**src/rtl/sst_pkg.sv**
```systemverilog
package sst_pkg;

  typedef enum logic [2:0] {
    ST_IDLE,
    ST_LEAD,
    ST_PH1,
    ST_PH2,
    ST_TRAIL
  } sst_state_e;

  // Lead delay: code 0 -> 0 cycles, otherwise 2^code cycles
  function automatic logic [3:0] lead_cycles(input logic [1:0] code);
    return (code == 2'd0) ? 4'd0 : (4'd1 << code);
  endfunction

  // Trail delay: code 0 -> 1 cycle, otherwise 2^code + 1 cycles
  function automatic logic [3:0] trail_cycles(input logic [1:0] code);
    return (code == 2'd0) ? 4'd1 : ((4'd1 << code) + 4'd1);
  endfunction

endpackage

```
**src/rtl/sst_phase_timer.sv**
```systemverilog
module sst_phase_timer #(
  parameter int W = 4
) (
  input  logic         clk,
  input  logic         rst_n,
  input  logic         load,
  input  logic [W-1:0] load_val,
  output logic         expire
);

  logic [W-1:0] rem_q;

  always_ff @(posedge clk or negedge rst_n) begin
    if (!rst_n) begin
      rem_q <= '0;
    end else if (load) begin
      rem_q <= load_val;
    end else if (rem_q != '0) begin
      rem_q <= rem_q - 1'b1;
    end
  end

  assign expire = (rem_q == '0);


  timer_reload_chk: assert property (@(posedge clk) disable iff (!rst_n)
    load |=> (rem_q == $past(load_val)));

endmodule

```
**src/rtl/sst_cfg_capture.sv**
```systemverilog
module sst_cfg_capture
  import sst_pkg::*;
#(
  parameter int CNT_W = 8,
  parameter int LEN_W = 4
) (
  input  logic             clk,
  input  logic             rst_n,
  input  logic             load,
  input  logic             mode3,
  input  logic             sel_pol,
  input  logic [LEN_W-1:0] hi_len,
  input  logic [LEN_W-1:0] lo_len,
  input  logic [1:0]       lead_code,
  input  logic [1:0]       trail_code,
  input  logic [CNT_W-1:0] count,
  output logic             q_mode3,
  output logic             q_sel_pol,
  output logic [LEN_W-1:0] eff_len1,
  output logic [LEN_W-1:0] eff_len2,
  output logic [3:0]       eff_lead,
  output logic [3:0]       eff_trail,
  output logic [CNT_W-1:0] eff_count
);

  logic [LEN_W-1:0] hi_fix, lo_fix, live_len1, live_len2;
  logic [LEN_W-1:0] len1_q, len2_q;
  logic [3:0]       lead_q, trail_q;
  logic [CNT_W-1:0] count_q;

  always_comb begin
    hi_fix    = (hi_len == '0) ? LEN_W'(1) : hi_len;
    lo_fix    = (lo_len == '0) ? LEN_W'(1) : lo_len;
    live_len1 = mode3 ? lo_fix : hi_fix;
    live_len2 = mode3 ? hi_fix : lo_fix;
  end

  always_ff @(posedge clk or negedge rst_n) begin
    if (!rst_n) begin
      q_mode3   <= 1'b0;
      q_sel_pol <= 1'b0;
      len1_q    <= LEN_W'(1);
      len2_q    <= LEN_W'(1);
      lead_q    <= 4'd0;
      trail_q   <= 4'd1;
      count_q   <= '0;
    end else if (load) begin
      q_mode3   <= mode3;
      q_sel_pol <= sel_pol;
      len1_q    <= live_len1;
      len2_q    <= live_len2;
      lead_q    <= lead_cycles(lead_code);
      trail_q   <= trail_cycles(trail_code);
      count_q   <= count;
    end
  end

  // Bypass so the sequencer can branch in the accepting cycle
  assign eff_len1  = load ? live_len1 : len1_q;
  assign eff_len2  = load ? live_len2 : len2_q;
  assign eff_lead  = load ? lead_cycles(lead_code) : lead_q;
  assign eff_trail = load ? trail_cycles(trail_code) : trail_q;
  assign eff_count = load ? count : count_q;


  cfg_hold_chk: assert property (@(posedge clk) disable iff (!rst_n)
    !load |=> ($stable(q_mode3) && $stable(q_sel_pol) && $stable(count_q)));

endmodule

```
**src/rtl/sst_seq.sv**
```systemverilog
module sst_seq
  import sst_pkg::*;
#(
  parameter int CNT_W = 8,
  parameter int LEN_W = 4
) (
  input  logic             clk,
  input  logic             rst_n,
  input  logic             start,
  input  logic [LEN_W-1:0] len1,
  input  logic [LEN_W-1:0] len2,
  input  logic [3:0]       lead,
  input  logic [3:0]       trail,
  input  logic [CNT_W-1:0] count,
  output logic             tog,
  output logic             ph1_stb,
  output logic             ph2_stb,
  output logic             busy,
  output logic             done
);

  sst_state_e       state_q, state_n;
  logic [CNT_W-1:0] left_q, left_n;
  logic             tog_n, s1_n, s2_n, done_n;
  logic             ld;
  logic [LEN_W-1:0] ld_val;
  logic             expire;

  sst_phase_timer #(.W(LEN_W)) u_timer (
    .clk      (clk),
    .rst_n    (rst_n),
    .load     (ld),
    .load_val (ld_val),
    .expire   (expire)
  );

  always_comb begin
    state_n = state_q;
    left_n  = left_q;
    tog_n   = tog;
    s1_n    = 1'b0;
    s2_n    = 1'b0;
    done_n  = 1'b0;
    ld      = 1'b0;
    ld_val  = '0;
    unique case (state_q)
      ST_IDLE: begin
        if (start) begin
          left_n = count;
          ld     = 1'b1;
          if (lead != 4'd0) begin
            state_n = ST_LEAD;
            ld_val  = LEN_W'(lead - 4'd1);
          end else if (count != '0) begin
            state_n = ST_PH1;
            tog_n   = 1'b1;
            s1_n    = 1'b1;
            ld_val  = len1 - 1'b1;
          end else begin
            state_n = ST_TRAIL;
            ld_val  = LEN_W'(trail - 4'd1);
          end
        end
      end
      ST_LEAD: begin
        if (expire) begin
          ld = 1'b1;
          if (left_q != '0) begin
            state_n = ST_PH1;
            tog_n   = 1'b1;
            s1_n    = 1'b1;
            ld_val  = len1 - 1'b1;
          end else begin
            state_n = ST_TRAIL;
            ld_val  = LEN_W'(trail - 4'd1);
          end
        end
      end
      ST_PH1: begin
        if (expire) begin
          state_n = ST_PH2;
          tog_n   = 1'b0;
          s2_n    = 1'b1;
          ld      = 1'b1;
          ld_val  = len2 - 1'b1;
        end
      end
      ST_PH2: begin
        if (expire) begin
          ld = 1'b1;
          if (left_q > CNT_W'(1)) begin
            left_n  = left_q - 1'b1;
            state_n = ST_PH1;
            tog_n   = 1'b1;
            s1_n    = 1'b1;
            ld_val  = len1 - 1'b1;
          end else begin
            state_n = ST_TRAIL;
            ld_val  = LEN_W'(trail - 4'd1);
          end
        end
      end
      ST_TRAIL: begin
        if (expire) begin
          state_n = ST_IDLE;
          done_n  = 1'b1;
        end
      end
      default: state_n = ST_IDLE;
    endcase
  end

  always_ff @(posedge clk or negedge rst_n) begin
    if (!rst_n) begin
      state_q <= ST_IDLE;
      left_q  <= '0;
      tog     <= 1'b0;
      ph1_stb <= 1'b0;
      ph2_stb <= 1'b0;
      done    <= 1'b0;
    end else begin
      state_q <= state_n;
      left_q  <= left_n;
      tog     <= tog_n;
      ph1_stb <= s1_n;
      ph2_stb <= s2_n;
      done    <= done_n;
    end
  end

  assign busy = (state_q != ST_IDLE);


  no_pulse_without_count_chk: assert property (@(posedge clk) disable iff (!rst_n)
    (state_q == ST_PH1) |-> (left_q != '0));


  done_in_idle_chk: assert property (@(posedge clk) disable iff (!rst_n)
    done |-> (state_q == ST_IDLE));


  trail_level_chk: assert property (@(posedge clk) disable iff (!rst_n)
    (state_q == ST_TRAIL) |-> !tog);

endmodule

```
**src/rtl/sst_clk_timer.sv**
```systemverilog
module sst_clk_timer #(
  parameter int CNT_W = 8,
  parameter int LEN_W = 4
) (
  input  logic             clk,
  input  logic             rst_n,
  input  logic             cfg_mode3,
  input  logic             cfg_sel_pol,
  input  logic [LEN_W-1:0] cfg_hi_len,
  input  logic [LEN_W-1:0] cfg_lo_len,
  input  logic [1:0]       cfg_lead_code,
  input  logic [1:0]       cfg_trail_code,
  input  logic             req_valid,
  output logic             req_ready,
  input  logic [CNT_W-1:0] req_count,
  output logic             sclk,
  output logic             csel,
  output logic             shift_stb,
  output logic             sample_stb,
  output logic             busy,
  output logic             done
);

  logic             accept;
  logic             q_mode3, q_sel_pol;
  logic [LEN_W-1:0] len1, len2;
  logic [3:0]       lead, trail;
  logic [CNT_W-1:0] count;
  logic             tog, ph1_stb, ph2_stb;

  assign req_ready = ~busy;
  assign accept    = req_valid & req_ready;

  sst_cfg_capture #(.CNT_W(CNT_W), .LEN_W(LEN_W)) u_cap (
    .clk        (clk),
    .rst_n      (rst_n),
    .load       (accept),
    .mode3      (cfg_mode3),
    .sel_pol    (cfg_sel_pol),
    .hi_len     (cfg_hi_len),
    .lo_len     (cfg_lo_len),
    .lead_code  (cfg_lead_code),
    .trail_code (cfg_trail_code),
    .count      (req_count),
    .q_mode3    (q_mode3),
    .q_sel_pol  (q_sel_pol),
    .eff_len1   (len1),
    .eff_len2   (len2),
    .eff_lead   (lead),
    .eff_trail  (trail),
    .eff_count  (count)
  );

  sst_seq #(.CNT_W(CNT_W), .LEN_W(LEN_W)) u_seq (
    .clk     (clk),
    .rst_n   (rst_n),
    .start   (accept),
    .len1    (len1),
    .len2    (len2),
    .lead    (lead),
    .trail   (trail),
    .count   (count),
    .tog     (tog),
    .ph1_stb (ph1_stb),
    .ph2_stb (ph2_stb),
    .busy    (busy),
    .done    (done)
  );

  assign sclk       = busy ? (q_mode3 ^ tog) : cfg_mode3;
  assign csel       = busy ? ~q_sel_pol : cfg_sel_pol;
  assign sample_stb = q_mode3 ? ph2_stb : ph1_stb;
  assign shift_stb  = q_mode3 ? ph1_stb : ph2_stb;


  accept_starts_chk: assert property (@(posedge clk) disable iff (!rst_n)
    (req_valid && req_ready) |=> busy);


  sel_steady_chk: assert property (@(posedge clk) disable iff (!rst_n)
    (busy && $past(busy)) |-> $stable(csel));


  sample_high_chk: assert property (@(posedge clk) disable iff (!rst_n)
    sample_stb |-> (sclk && busy));


  shift_low_chk: assert property (@(posedge clk) disable iff (!rst_n)
    shift_stb |-> (!sclk && busy));


  strobe_excl_chk: assert property (@(posedge clk) disable iff (!rst_n)
    !(sample_stb && shift_stb));


  done_after_busy_chk: assert property (@(posedge clk) disable iff (!rst_n)
    done |-> (!busy && $past(busy)));

endmodule

```
**config.mk**
```make
export PLATFORM = sky130hd
export DESIGN_NAME = sst_clk_timer
export DESIGN_NICKNAME = d
export VERILOG_FILES = /design/src/rtl/sst_pkg.sv /design/src/rtl/sst_phase_timer.sv /design/src/rtl/sst_cfg_capture.sv /design/src/rtl/sst_seq.sv /design/src/rtl/sst_clk_timer.sv
export SDC_FILE = /design/constraint.sdc
export NUM_CORES = 1
export LEC_CHECK = 0
export BUFFER_PORTS_ARGS = -buffer_cell sky130_fd_sc_hd__buf_2
export CELL_PAD_IN_SITES_DETAIL_PLACEMENT = 1
export CELL_PAD_IN_SITES_GLOBAL_PLACEMENT = 1
export CORE_UTILIZATION = 45
export CTS_CLUSTER_SIZE = 20
export DETAILED_ROUTE_END_ITERATION = 7
export PLACE_DENSITY = 0.91
export SLEW_MARGIN = 20
export SYNTH_ARGS = -nofsm -noshare
export SYNTH_HDL_FRONTEND = slang
export SYNTH_SLANG_ARGS = --single-unit
export TNS_END_PERCENT = 50
```
**constraint.sdc**
```tcl
create_clock -name clk -period 4.29 [get_ports clk]
set_input_delay 0.858 -clock clk [delete_from_list [all_inputs] [get_ports clk]]
set_output_delay 0.858 -clock clk [all_outputs]
set_load 0.01 [all_outputs]
```
# After elaboration in Yosys (flattened, before gate mapping)
# Index checks and enable logic that the tools add are counted.
totals:
  in_bits: 25
  output_inout_bits: 7
  wordCells: 121
  reg_bits: 45
op_classes:
  n_reduce_logical: 18
  muxes: 62
  n_lt_le_gt_ge: 1
  addsub: 7
  shifts: 2
  eq_ne: 13
  bitwise: 4
op_table:
  columns: ["op", "n"]
  rows:
  - ["2-to-1 mux 4 bit", 20]
  - ["2-to-1 mux 8 bit", 4]
  - ["2-to-1 mux 3 bit", 9]
  - ["2-to-1 mux 1 bit", 23]
  - ["subtractor 4 x 1 -> 4 bit (second input constant)", 5]
  - ["case mux 4 bit (4 select lines)", 1]
  - ["case mux 8 bit (2 select lines)", 1]
  - ["nonzero test 8 bit", 2]
  - ["case mux 3 bit (5 select lines)", 1]
  - ["inequality test 2 x 1 -> 1 bit (second input constant)", 7]
  - ["logical NOT 4 bit", 3]
  - ["nonzero test 4 bit", 3]
  - ["AND reduction 9 bit", 1]
  - ["> comparator 8 x 1 -> 1 bit (second input constant)", 1]
  - ["left shift 1 x 2 -> 4 bit (first input constant)", 2]
  - ["subtractor 8 x 1 -> 8 bit (second input constant)", 1]
  - ["== test 3 x 2 -> 1 bit (second input constant)", 2]
  - ["AND reduction 5 bit", 1]
  - ["adder 4 x 1 -> 4 bit (second input constant)", 1]
  - ["logical NOT 2 bit", 2]
  - ["inequality test 2 bit (second input constant)", 2]
  - ["case mux 1 bit (4 select lines)", 1]
  - ["AND reduction 4 bit", 1]
  - ["nonzero test 2 bit", 2]
  - ["10 further kinds", 11]

# Depth between registers and ports, before layout
# Gate-level depths: netlist of the first run.
depth:
  depth_word: 10
  ltp_mapped: 13
  ltp_nobuf: 9

# By module
# Synthesis of the first run repeated with hierarchy kept, for this count alone.
hier_totals:
  hier_cells: 288
  hier_area_um2: 2762.6
by_module_without_submodules:
  columns: ["module", "seq_area_each_um2", "instances", "area_each_um2", "cells_each"]
  rows:
  - ["sst_seq", 375.4, 1, 1321.3, 166]
  - ["sst_cfg_capture", 654.4, 1, 1146.1, 91]
  - ["sst_phase_timer", 100.1, 1, 234.0, 22]
  - ["sst_clk_timer", 0.0, 1, 61.3, 9]

# Least setup slack after synthesis of the first run
# OpenSTA, ideal clock, no wires.
synth_timing:
  path_type: "input to register"
  start: "input req_valid"
  end: "register u_seq.u_timer.rem_q[3]"
  n_path_buf: 4
  setup_ns: 0.139
  cell_stages: 11
  t_arrival_ns: 3.212
  slack_ns: 0.940
  required_ns: 4.151
  cell_sequence: "or4b_4 -> buf_6 -> clkbuf_1 -> clkbuf_1 -> clkbuf_1 -> nand2_1 -> ha_1 -> inv_1 -> a21oi_1 -> a32o_1 -> or4b_1"
synth_via:
  elab_chain_len: 8
  elab_cells_between_ends: 25
  classes_between: "add/sub: 4; mux: 17; bitwise: 1; reduce/logical: 3"
synth_rtl:
  columns: ["item", "line_no", "text"]
  rows:
  - ["from (decl)", "sst_clk_timer.sv:13", "input logic req_valid,"]
  - ["AND 1 bit *", "sst_clk_timer.sv:32", "assign accept = req_valid & req_ready;"]
  - ["2-to-1 mux 4 bit, or another cell as far along", "sst_cfg_capture.sv:62", "assign eff_trail = load ? trail_cycles(trail_code) : trail_q;"]
  - ["subtractor 4 x 1 -> 4 bit, or another cell as far along", "sst_seq.sv:61, sst_seq.sv:75, sst_seq.sv:99", null]
  - ["2-to-1 mux 4 bit", "sst_seq.sv:54", "end else if (count != '0) begin"]
  - ["2-to-1 mux 4 bit", "sst_seq.sv:51", "if (lead != 4'd0) begin"]
  - ["2-to-1 mux 4 bit", "sst_seq.sv:48", "if (start) begin"]
  - ["case mux 4 bit (4 select lines)", "sst_seq.sv:46", "unique case (state_q)"]
  - ["2-to-1 mux 4 bit", "sst_phase_timer.sv:16", "end else if (load) begin"]
  - ["to (signal assigned)", "sst_phase_timer.sv:17", "rem_q <= load_val;"]
  - ["to (signal assigned)", "sst_phase_timer.sv:19", "rem_q <= rem_q - 1'b1;"]
  - ["to (decl)", "sst_phase_timer.sv:11", "logic [W-1:0] rem_q;"]
# Every way passes the cells marked *; elsewhere a longest branch is shown, timed or not.
# A chain may end at the register's enable or synchronous reset.

# Worst setup path in the final report of the first run
layout_timing:
  start: "register u_seq.state_q[0]"
  end: "register u_seq.u_timer.rem_q[2]"
layout_via:
  elab_chain_len: 10
  elab_cells_between_ends: 32
  classes_between: "add/sub: 4; eq/ne: 3; mux: 17; bitwise: 2; reduce/logical: 6"
layout_rtl:
  columns: ["item", "line_no", "text"]
  rows:
  - ["from (decl)", "sst_seq.sv:22", "sst_state_e state_q, state_n;"]
  - ["from (signal assigned)", "sst_seq.sv:122", "state_q <= state_n;"]
  - ["nonzero test 3 bit", "sst_seq.sv:131", "assign busy = (state_q != ST_IDLE);"]
  - ["inverter 1 bit", "sst_clk_timer.sv:31", "assign req_ready = ~busy;"]
  - ["AND 1 bit", "sst_clk_timer.sv:32", null]
  - ["2-to-1 mux 4 bit, or another cell as far along", "sst_cfg_capture.sv:62", null]
  - ["subtractor 4 x 1 -> 4 bit, or another cell as far along", "sst_seq.sv:61, sst_seq.sv:75, sst_seq.sv:99", null]
  - ["2-to-1 mux 4 bit", "sst_seq.sv:54", null]
  - ["2-to-1 mux 4 bit", "sst_seq.sv:51", null]
  - ["2-to-1 mux 4 bit", "sst_seq.sv:48", null]
  - ["case mux 4 bit (4 select lines)", "sst_seq.sv:46", null]
  - ["2-to-1 mux 4 bit", "sst_phase_timer.sv:16", null]
# Several ways; a longest one is shown, not always the timed one.

==> impl_results.md, run 1 <==
* Status: finished, final reports clean
* Post-route DRC at 0
* CTS tree: yes
* Syn Inst Count at 331
* Via count at 2613
* WL met3 at 222 um
* Number of fill cells at 757
* Max-slew headroom at 55.9%
* Area after DPL at 3080 sq um
* Routability cong. at 0.849
* Commonest cells after routing, fill and taps aside: 57 x nand2_1, 42 x dfrtp_1, 30 x buf_2
* Slew Viols, Final at 0
* Post-CTS Hold Fix Bufs at 0
* Layout cells sized above 1 at 16.6%
* CP max FO at 20
* Most area-hungry cell type in the Yosys netlist: dfrtp_1
* Routed Antenna Nets at 0
* Max-cap violations at 0
* Crit start category: flop
* Total grt overflow at 0
* Pin count of the biggest net entering global routing at 46
* Sw Share at 44.3%
* Clock power share at 13.4%
* Final TNS setup at 0 ns
* Most common cell after layout, fill and taps aside: nand2_1
* Clock Sink Count at 45
* Final hold slack at 0.483 ns
* Final worst-path cycle share at 73.6%
* Post-synth cell types at 66
* Drt first pass iters at 4
* FF+latch area at 1130 sq um
* DR WL met2 at 4.18 mm
* Post-CTS resize count at 0
* Sequential fraction of the synthesis area at 39.3%
* Peak VDD IR at 0.267 mV
* Cell internal pwr at 1.21 mW
* Pwr Density at 685 nW/um^2
* Post-Syn Area at 2880 sq um
* Chip width at 82.0 um
* Post-CTS setup repair buffer count at 0
* All-Layer GR Usage at 26.2%
* Slack of the critical path at 1.13 ns
* CTS Root Cell: clkbuf_8
* Core area at 6030 sq um
* Logic pwr share at 49.8%
* Asr flop ratio synth at 100%
* Fin nets at 388
* Mean Syn Cell Area at 8.69 sq um
* Max Fclk at 0.317 GHz
* Die Y at 82.0 um
* WL final at 7.95 mm
* RSZ-0062 raised after global routing: false
* Rows at 28
* First-pass GRT wire length at 13.1 mm
* Antenna violations before repair at 0
* Pre-CTS setup slack at 0.912 ns
* Wire per inst at 18.4 um
* Data arrival, critical path at 3.33 ns
* Clk slew on worst S/H paths at 0.09 ns
* DR top layer: met4
* Crit path kind: reg -> reg
* Area Growth Syn to Fin at 10.5%
* Htree depth at 2
* Top FF cell, synth: dfrtp_1
* P_leak at 1.46 nW
* Multi-input gate area at 1610 sq um
* Sequential power share at 36.8%
* First DRT Iteration DRCs at 152
* Final setup vio count at 0
* Min cycle time layout at 3.16 ns
* Vias per Instance at 6.06
* Worst Hold Class: reg -> reg
* Final hold vios at 0
* CTS max path bufs at 2
* CP Capture Type: flop
* Synth top area share at 36.5%
* Top cells by area, synth: dfrtp_1 37%, nand2_1 7.4%, ha_1 3.5%, nor3_1 3.3%, mux2_2 3.1%
* Synthesis Warnings at 0
* Initial Util at 47.7%
* Num CTS Buffers at 5
* Worst skew pair latency at 0.30 ns
* Vias in the first global route at 2791
* M1 wire length at 3.29 mm
* EDFF count, synth at 0
* Synthesis-stage register bit count at 45
* Clock skew at 0.00590 ns
* P_sw at 965 uW
* IO Count at 32
* Worst-Margin Slew at 0.661 ns
* Critical Path RT at 4.46 ns
* Die area at 6720 sq um
* Antenna Cells at 0
* Buffers on Ports at 31
* Design area at 3180 sq um
* DP HPWL at 6.02 mm
* Syn Nets at 364
[cells in the mapped netlist (4+ instances only)]
cell type	n
nand2_1	57
inv_1	18
clkbuf_1	10
a21o_1	7
nand3_1	12
nor2_1	15
nor4_1	5
mux2_2	8
a21oi_1	7
nand2b_1	6
or3_1	6
nand3b_1	4
ha_1	8
a22o_1	4
and3_1	4
dfrtp_1	42
o21ai_0	13
nor3_1	19
xnor2_1	4
mux2i_1	6
[cell families (layout without fill, tap and decap cells)]
group	count (synthesis)	after routing	share of synthesized area (%)
buffers and inverters	35	60	5.18
XOR/XNOR	5	5	1.52
AND/OR/NAND/NOR	148	148	26.1
multiplexers	16	16	6.00
flip-flops	45	45	39.3
adder cells (fa/ha/maj)	8	8	3.48
AO/OA/AOI/OAI	74	74	18.4
[final timing paths]
path,slack (ns),cells after the start,startpoint,endpoint
max in group asynchronous,3.34,1,rst_n,u_seq.state_q[0]$_DFFE_PN0P_
setup reg to reg,1.13,10,u_seq.state_q[0]$_DFFE_PN0P_,u_seq.u_timer.rem_q[2]$_DFFE_PN0P_
hold reg to reg,0.48,2,u_cap.q_sel_pol$_DFFE_PN0N_,u_cap.q_sel_pol$_DFFE_PN0N_
hold / removal,0.48,2,u_cap.q_sel_pol$_DFFE_PN0N_,u_cap.q_sel_pol$_DFFE_PN0N_
setup / recovery,1.13,10,u_seq.state_q[0]$_DFFE_PN0P_,u_seq.u_timer.rem_q[2]$_DFFE_PN0P_
min in group asynchronous,0.55,1,rst_n,u_cap.len1_q[3]$_DFF_PN0_
[stage by stage]
step	util [%]	instances	power (mW)
finish	52.8	431	2.18
global route	52.8	431	2.34
CTS	52.7	431	2.19
detailed placement	51.0	423	1.89
global placement	51.0	423	1.80
floorplan	-	331	1.56
[worst max-delay path, cell delays in order (launching register included)]
cell	delay, ns
dfrtp_1	0.63
nor4b_4	0.65
buf_4	0.27
nand3b_1	0.08
and2_1	0.18
ha_1	0.25
nor2b_1	0.15
o21ai_1	0.19
a32oi_1	0.16
a211oi_1	0.31
o221ai_1	0.15
[state kept, by name, indices dropped and copies added (netlist names), 3 cells and up]
register	cells
u_cap.len1_q	4
u_cap.trail_q	4
u_seq.left_q	8
u_seq.u_timer.rem_q	4
u_cap.len2_q	4
u_cap.lead_q	4
u_seq.state_q	3
u_cap.count_q	8
[cell type report]
type                            count  area share, %
Clock buffer                        7           3.03
Clock inverter                      1          0.157
Inverter                           18           2.13
Multi-Input combinational cell    251           50.5
Sequential cell                    45           35.5
Tap cell                           75           2.95
Timing Repair Buffer               34           5.67
[metal layers]
layer	vias up	GRT usage [%]
li1	1244	-
met1	1286	28.2
met2	59	49.9
met3	24	4.44
met4	0	11.1
met5	-	0
[power groups by stage]
stage / clock network [mW] / logic, mW / registers (mW)
floorplan: 0 / 0.836 / 0.723
global placement: 0 / 1.01 / 0.791
detailed placement: 0 / 1.08 / 0.808
CTS: 0.299 / 1.09 / 0.801
global route: 0.310 / 1.21 / 0.826
finish: 0.291 / 1.08 / 0.802
Power figures use the tool's default switching activity.
==> run 2: changes to the inputs <==
Settings changed: CORE_UTILIZATION 45 to 40, PLACE_DENSITY 0.91 to 0.87.
Clock period 4.29 ns to 2.9 ns, I/O delays scaled along.
==> impl_results.md, run 2 (synthesis gave the netlist of run 1 again) <==
* Final hold slack at 0.278 ns
* Antenna violations before repair at 0
* Post-route DRC at 0
* CP Capture Type: flop
* Num CTS Buffers at 5
* Reg2reg setup slack at 0.28 ns
* Most common cell after layout, fill and taps aside: nand2_1
* Clock skew at 0.0139 ns
* Crit-path max cell delay at 0.66 ns
* Min cycle time layout at 2.62 ns
* Layout cells sized above 1 at 18.9%
* Clock Sink Count at 45
* Vias per Instance at 5.77
* Total grt overflow at 0
* Via count at 2666
* IO Count at 32
* Drt first pass iters at 4
* Pin count of the biggest net entering global routing at 46
* Post-CTS resize count at 0
* Peak VDD IR at 0.350 mV
* Max-slew headroom at 59.4%
* CTS Root Cell: clkbuf_8
* First DRT Iteration DRCs at 120
* CTS tree: yes
* CTS max path bufs at 2
* Htree depth at 2
* Final worst-path cycle share at 90.4%
* Final std cells w/o fill at 462
* Worst Hold Class: in -> async
* P_leak at 1.52 nW
* Wire per inst at 16.6 um
* Final hold vios at 0
* Clk slew on worst S/H paths at 0.09 ns
* Critical Path RT at 3.11 ns
* Worst skew pair latency at 0.30 ns
* All-Layer GR Usage at 22.4%
* Final Core Density at 48.2%
* Rows at 30
* Routability cong. at 0.852
* Number of fill cells at 855
* Data arrival, critical path at 2.83 ns
* Crit-path cells: or4b_4 -> nand2b_1 -> inv_1 -> ha_1 -> or3_1 -> a311oi_1 -> a211oi_1 -> o221ai_1
* Crit start category: flop
* Status: finished, final reports clean
* CP max FO at 21
* Core area at 6870 sq um
* Antenna Cells at 0
* WL final at 7.66 mm
* DP HPWL at 5.87 mm
* Area Growth Syn to Fin at 15.1%
* Dpl cells at 454
* Final TNS setup at 0 ns
* FF+latch area at 1130 sq um
* RSZ-0062 raised after global routing: false
* Vias in the first global route at 2802
* Max-cap violations at 0
* Commonest cells after routing, fill and taps aside: 57 x nand2_1, 42 x dfrtp_1, 30 x buf_2
* Fin nets at 398
* Slowest-stage cell, CP: or4b_4
* Largest regs: u_cap.count_q x8, u_seq.left_q x8
* Multi-input gate area at 1610 sq um
* Crit path kind: reg -> reg
* Post-CTS Hold Fix Bufs at 0
* Chip width at 86.8 um
* Routed Antenna Nets at 0
* Final setup vio count at 0
* First-pass GRT wire length at 13.1 mm
* Post-CTS setup repair buffer count at 0
* Die Y at 86.8 um
* Initial Util at 41.9%
* Area after DPL at 3190 sq um
* Crit-path leading delay family: simple AND/OR/NAND/NOR gates
* Buf/Inv on CP at 1
* Pwr Density at 1010 nW/um^2
* Die area at 7530 sq um
* Buffers on Ports at 31
* Worst-Margin Slew at 0.609 ns
* Slew Viols, Final at 0
* Design area at 3310 sq um
* Max Fclk at 0.381 GHz
==> run 2: worst register-to-register path, cell delays in order (launching register included) <==
cell and delay (ns):
dfrtp_1 0.48, or4b_4 0.66, nand2b_1 0.17, inv_1 0.06
ha_1 0.21, or3_1 0.41, a311oi_1 0.29, a211oi_1 0.08
o221ai_1 0.17
==> run 2: where the power goes <==
part / internal [mW] / switching [mW]
sequential: 0.907 / 0.221
clock: 0.281 / 0.220
combinational: 0.746 / 0.968
==> run 2: final timing paths <==
check	end	cells past startpoint	startpoint
max reg2reg	u_seq.u_timer.rem_q[2]$_DFFE_PN0P_	8	u_seq.state_q[2]$_DFFE_PN0P_
min	u_cap.len1_q[3]$_DFF_PN0_	1	rst_n
max	u_seq.u_timer.rem_q[2]$_DFFE_PN0P_	8	u_seq.state_q[2]$_DFFE_PN0P_
max in group asynchronous	u_seq.left_q[5]$_DFFE_PN0P_	1	rst_n
min in group clk	u_cap.lead_q[3]$_DFF_PN0_	2	u_cap.lead_q[3]$_DFF_PN0_
min reg2reg	u_cap.lead_q[3]$_DFF_PN0_	2	u_cap.lead_q[3]$_DFF_PN0_
==> run 2: stage by stage <==
step	power, mW	worst slack (ns)
finish	3.34	0.279
global route	3.63	0.151
CTS	3.37	0.266
detailed placement	2.86	0.0426
global placement	2.76	0.133
floorplan	2.31	0.000324
==> run 2: layout make-up <==
class | count | area share [%]
clock buffer | 7 | 2.61
clock inverter | 1 | 0.907
inverter | 18 | 2.04
multi-input combinational | 251 | 48.6
sequential | 45 | 34.1
tap | 96 | 3.63
timing repair buffer | 44 | 8.09
==> run 2: routing by layer <==
layer	up-vias	wire length, um	global-route usage, %
met1	1339	3420	26.6
met2	47	3890	40.5
met4	0	146	8.18
met3	12	200	3.71
li1	1268	-	-
met5	-	0	0
==> run 3: changes to the inputs <==
Settings changed: BUFFER_PORTS_ARGS -buffer_cell sky130_fd_sc_hd__buf_2 to -buffer_cell sky130_fd_sc_hd__clkbuf_2, PLACE_DENSITY 0.87 to default, PLACE_DENSITY_LB_ADDON from default to 0.1.
==> impl_results.md, run 3 (synthesis gave the netlist of run 1 again) <==
* Status: finished, final reports clean
* DP HPWL at 5.96 mm
* Pin count of the biggest net entering global routing at 46
* Max-slew headroom at 57.1%
* Final worst-path cycle share at 92.0%
* Drt first pass iters at 4
* Rows at 30
* Commonest cells after routing, fill and taps aside: 57 x nand2_1, 42 x dfrtp_1, 31 x clkbuf_2
* Routability cong. at 0.773
* Crit path kind: reg -> reg
* Clock Sink Count at 45
* Design area at 3330 sq um
* Largest regs: u_cap.count_q x8, u_seq.left_q x8
* Buffers on Ports at 31
* Pre-CTS setup slack at 0.102 ns
* Htree depth at 2
* Max Fclk at 0.375 GHz
* Final TNS setup at 0 ns
* Area after DPL at 3210 sq um
* DR top layer: met4
* Peak VDD IR at 0.383 mV
* CP max FO at 9
* Worst-Margin Slew at 0.639 ns
* Area Growth Syn to Fin at 15.7%
* Crit-path leading delay family: simple AND/OR/NAND/NOR gates
* Crit-path max cell delay at 0.53 ns
* Final hold vios at 0
* Antenna Cells at 0
* Critical Path Stages at 7
* R2R depth at 7
* CTS Root Cell: clkbuf_8
* Worst skew pair latency at 0.31 ns
* Core area at 6870 sq um
* Post-CTS setup repair buffer count at 0
* Wire per inst at 17.3 um
* Slowest-stage cell, CP: or4_1
* Via count at 2605
* All-Layer GR Usage at 22.9%
* Total grt overflow at 0
* Max-cap violations at 0
* Final setup vio count at 0
* Buf/Inv on CP at 1
* Crit-path cells: inv_1 -> ha_1 -> nor3b_2 -> or3b_1 -> or4_1 -> mux2i_1 -> or4b_1
* Vias in the first global route at 2737
* Slack of the critical path at 0.231 ns
* Initial Util at 41.9%
* M1 wire length at 3.61 mm
* Pwr Density at 1010 nW/um^2
* Clk slew on worst S/H paths at 0.09 ns
* Layout cells sized above 1 at 19.6%
* WL met3 at 231 um
* Die area at 7530 sq um
* Slew Viols, Final at 0
* DR WL met2 at 3.99 mm
* Critical Path RT at 3.16 ns
* First DRT Iteration DRCs at 91
* Crit start category: flop
* Die Y at 86.8 um
* Most common cell after layout, fill and taps aside: nand2_1
* IO Count at 32
* Min cycle time layout at 2.67 ns
* Antenna violations before repair at 0
* Post-CTS resize count at 0
* Worst Hold Class: in -> async
* P_leak at 1.53 nW
* Clock skew at 0.00360 ns
* CP Capture Type: flop
* Routed Antenna Nets at 0
* WL final at 8.01 mm
* Data arrival, critical path at 2.93 ns
* CTS tree: yes
* Chip width at 86.8 um
* CTS max path bufs at 2
* First-pass GRT wire length at 13.3 mm
* Vias per Instance at 5.61
* Fin nets at 400
* Post-CTS Hold Fix Bufs at 0
* RSZ-0062 raised after global routing: false
* Num CTS Buffers at 5
* Post-route DRC at 0
==> run 3: area by class of cell <==
class | count | area (sq um)
clock buffers | 6 | 82.6
clock inverters | 2 | 37.5
fillers | 841 | 3540
inverters | 18 | 67.6
multi-input cells | 251 | 1610
flip-flops and latches | 45 | 1130
well taps | 96 | 120
repair buffers | 46 | 280
==> run 3: final timing paths <==
| check | start | endpoint | slack [ns] |
|---|---|---|---|
| setup / recovery | u_seq.u_timer.rem_q[0]$_DFFE_PN0P_ | u_seq.u_timer.rem_q[3]$_DFFE_PN0P_ | 0.23 |
| hold / removal | rst_n | u_cap.lead_q[1]$_DFF_PN0_ | 0.35 |
| setup reg to reg | u_seq.u_timer.rem_q[0]$_DFFE_PN0P_ | u_seq.u_timer.rem_q[3]$_DFFE_PN0P_ | 0.23 |
| hold reg to reg | u_cap.lead_q[3]$_DFF_PN0_ | u_cap.lead_q[3]$_DFF_PN0_ | 0.49 |
| max in group asynchronous | rst_n | u_seq.left_q[6]$_DFFE_PN0P_ | 2.15 |
| min in group clk | u_cap.lead_q[3]$_DFF_PN0_ | u_cap.lead_q[3]$_DFF_PN0_ | 0.49 |
==> run 3: through the flow <==
| stage | total power, mW | cells | hold slack (ns) | util (%) |
|---|---|---|---|---|
| 4_1_cts | 3.39 | 464 | 0.374 | 48.4 |
| 3_3_place_gp | 2.80 | 456 | 0.464 | 46.7 |
| 6_report | 3.37 | 464 | 0.351 | 48.4 |
| 5_1_grt | 3.64 | 464 | 0.410 | 48.4 |
| 3_5_place_dp | 2.86 | 456 | 0.470 | 46.7 |
| 2_1_floorplan | 2.31 | 331 | 0.284 | - |
==> run 3: layer usage <==
layer	global-route usage (%)	vias up
li1	-	1267
met1	28.8	1277
met2	39.7	44
met3	3.52	17
met4	8.18	0
met5	0	-
==> run 3: where the power goes <==
part	internal, mW	switching (mW)	leakage (nW)
sequential	0.907	0.222	0.547
clock	0.280	0.235	0.0574
combinational	0.737	0.985	0.925
total	1.92	1.44	1.53
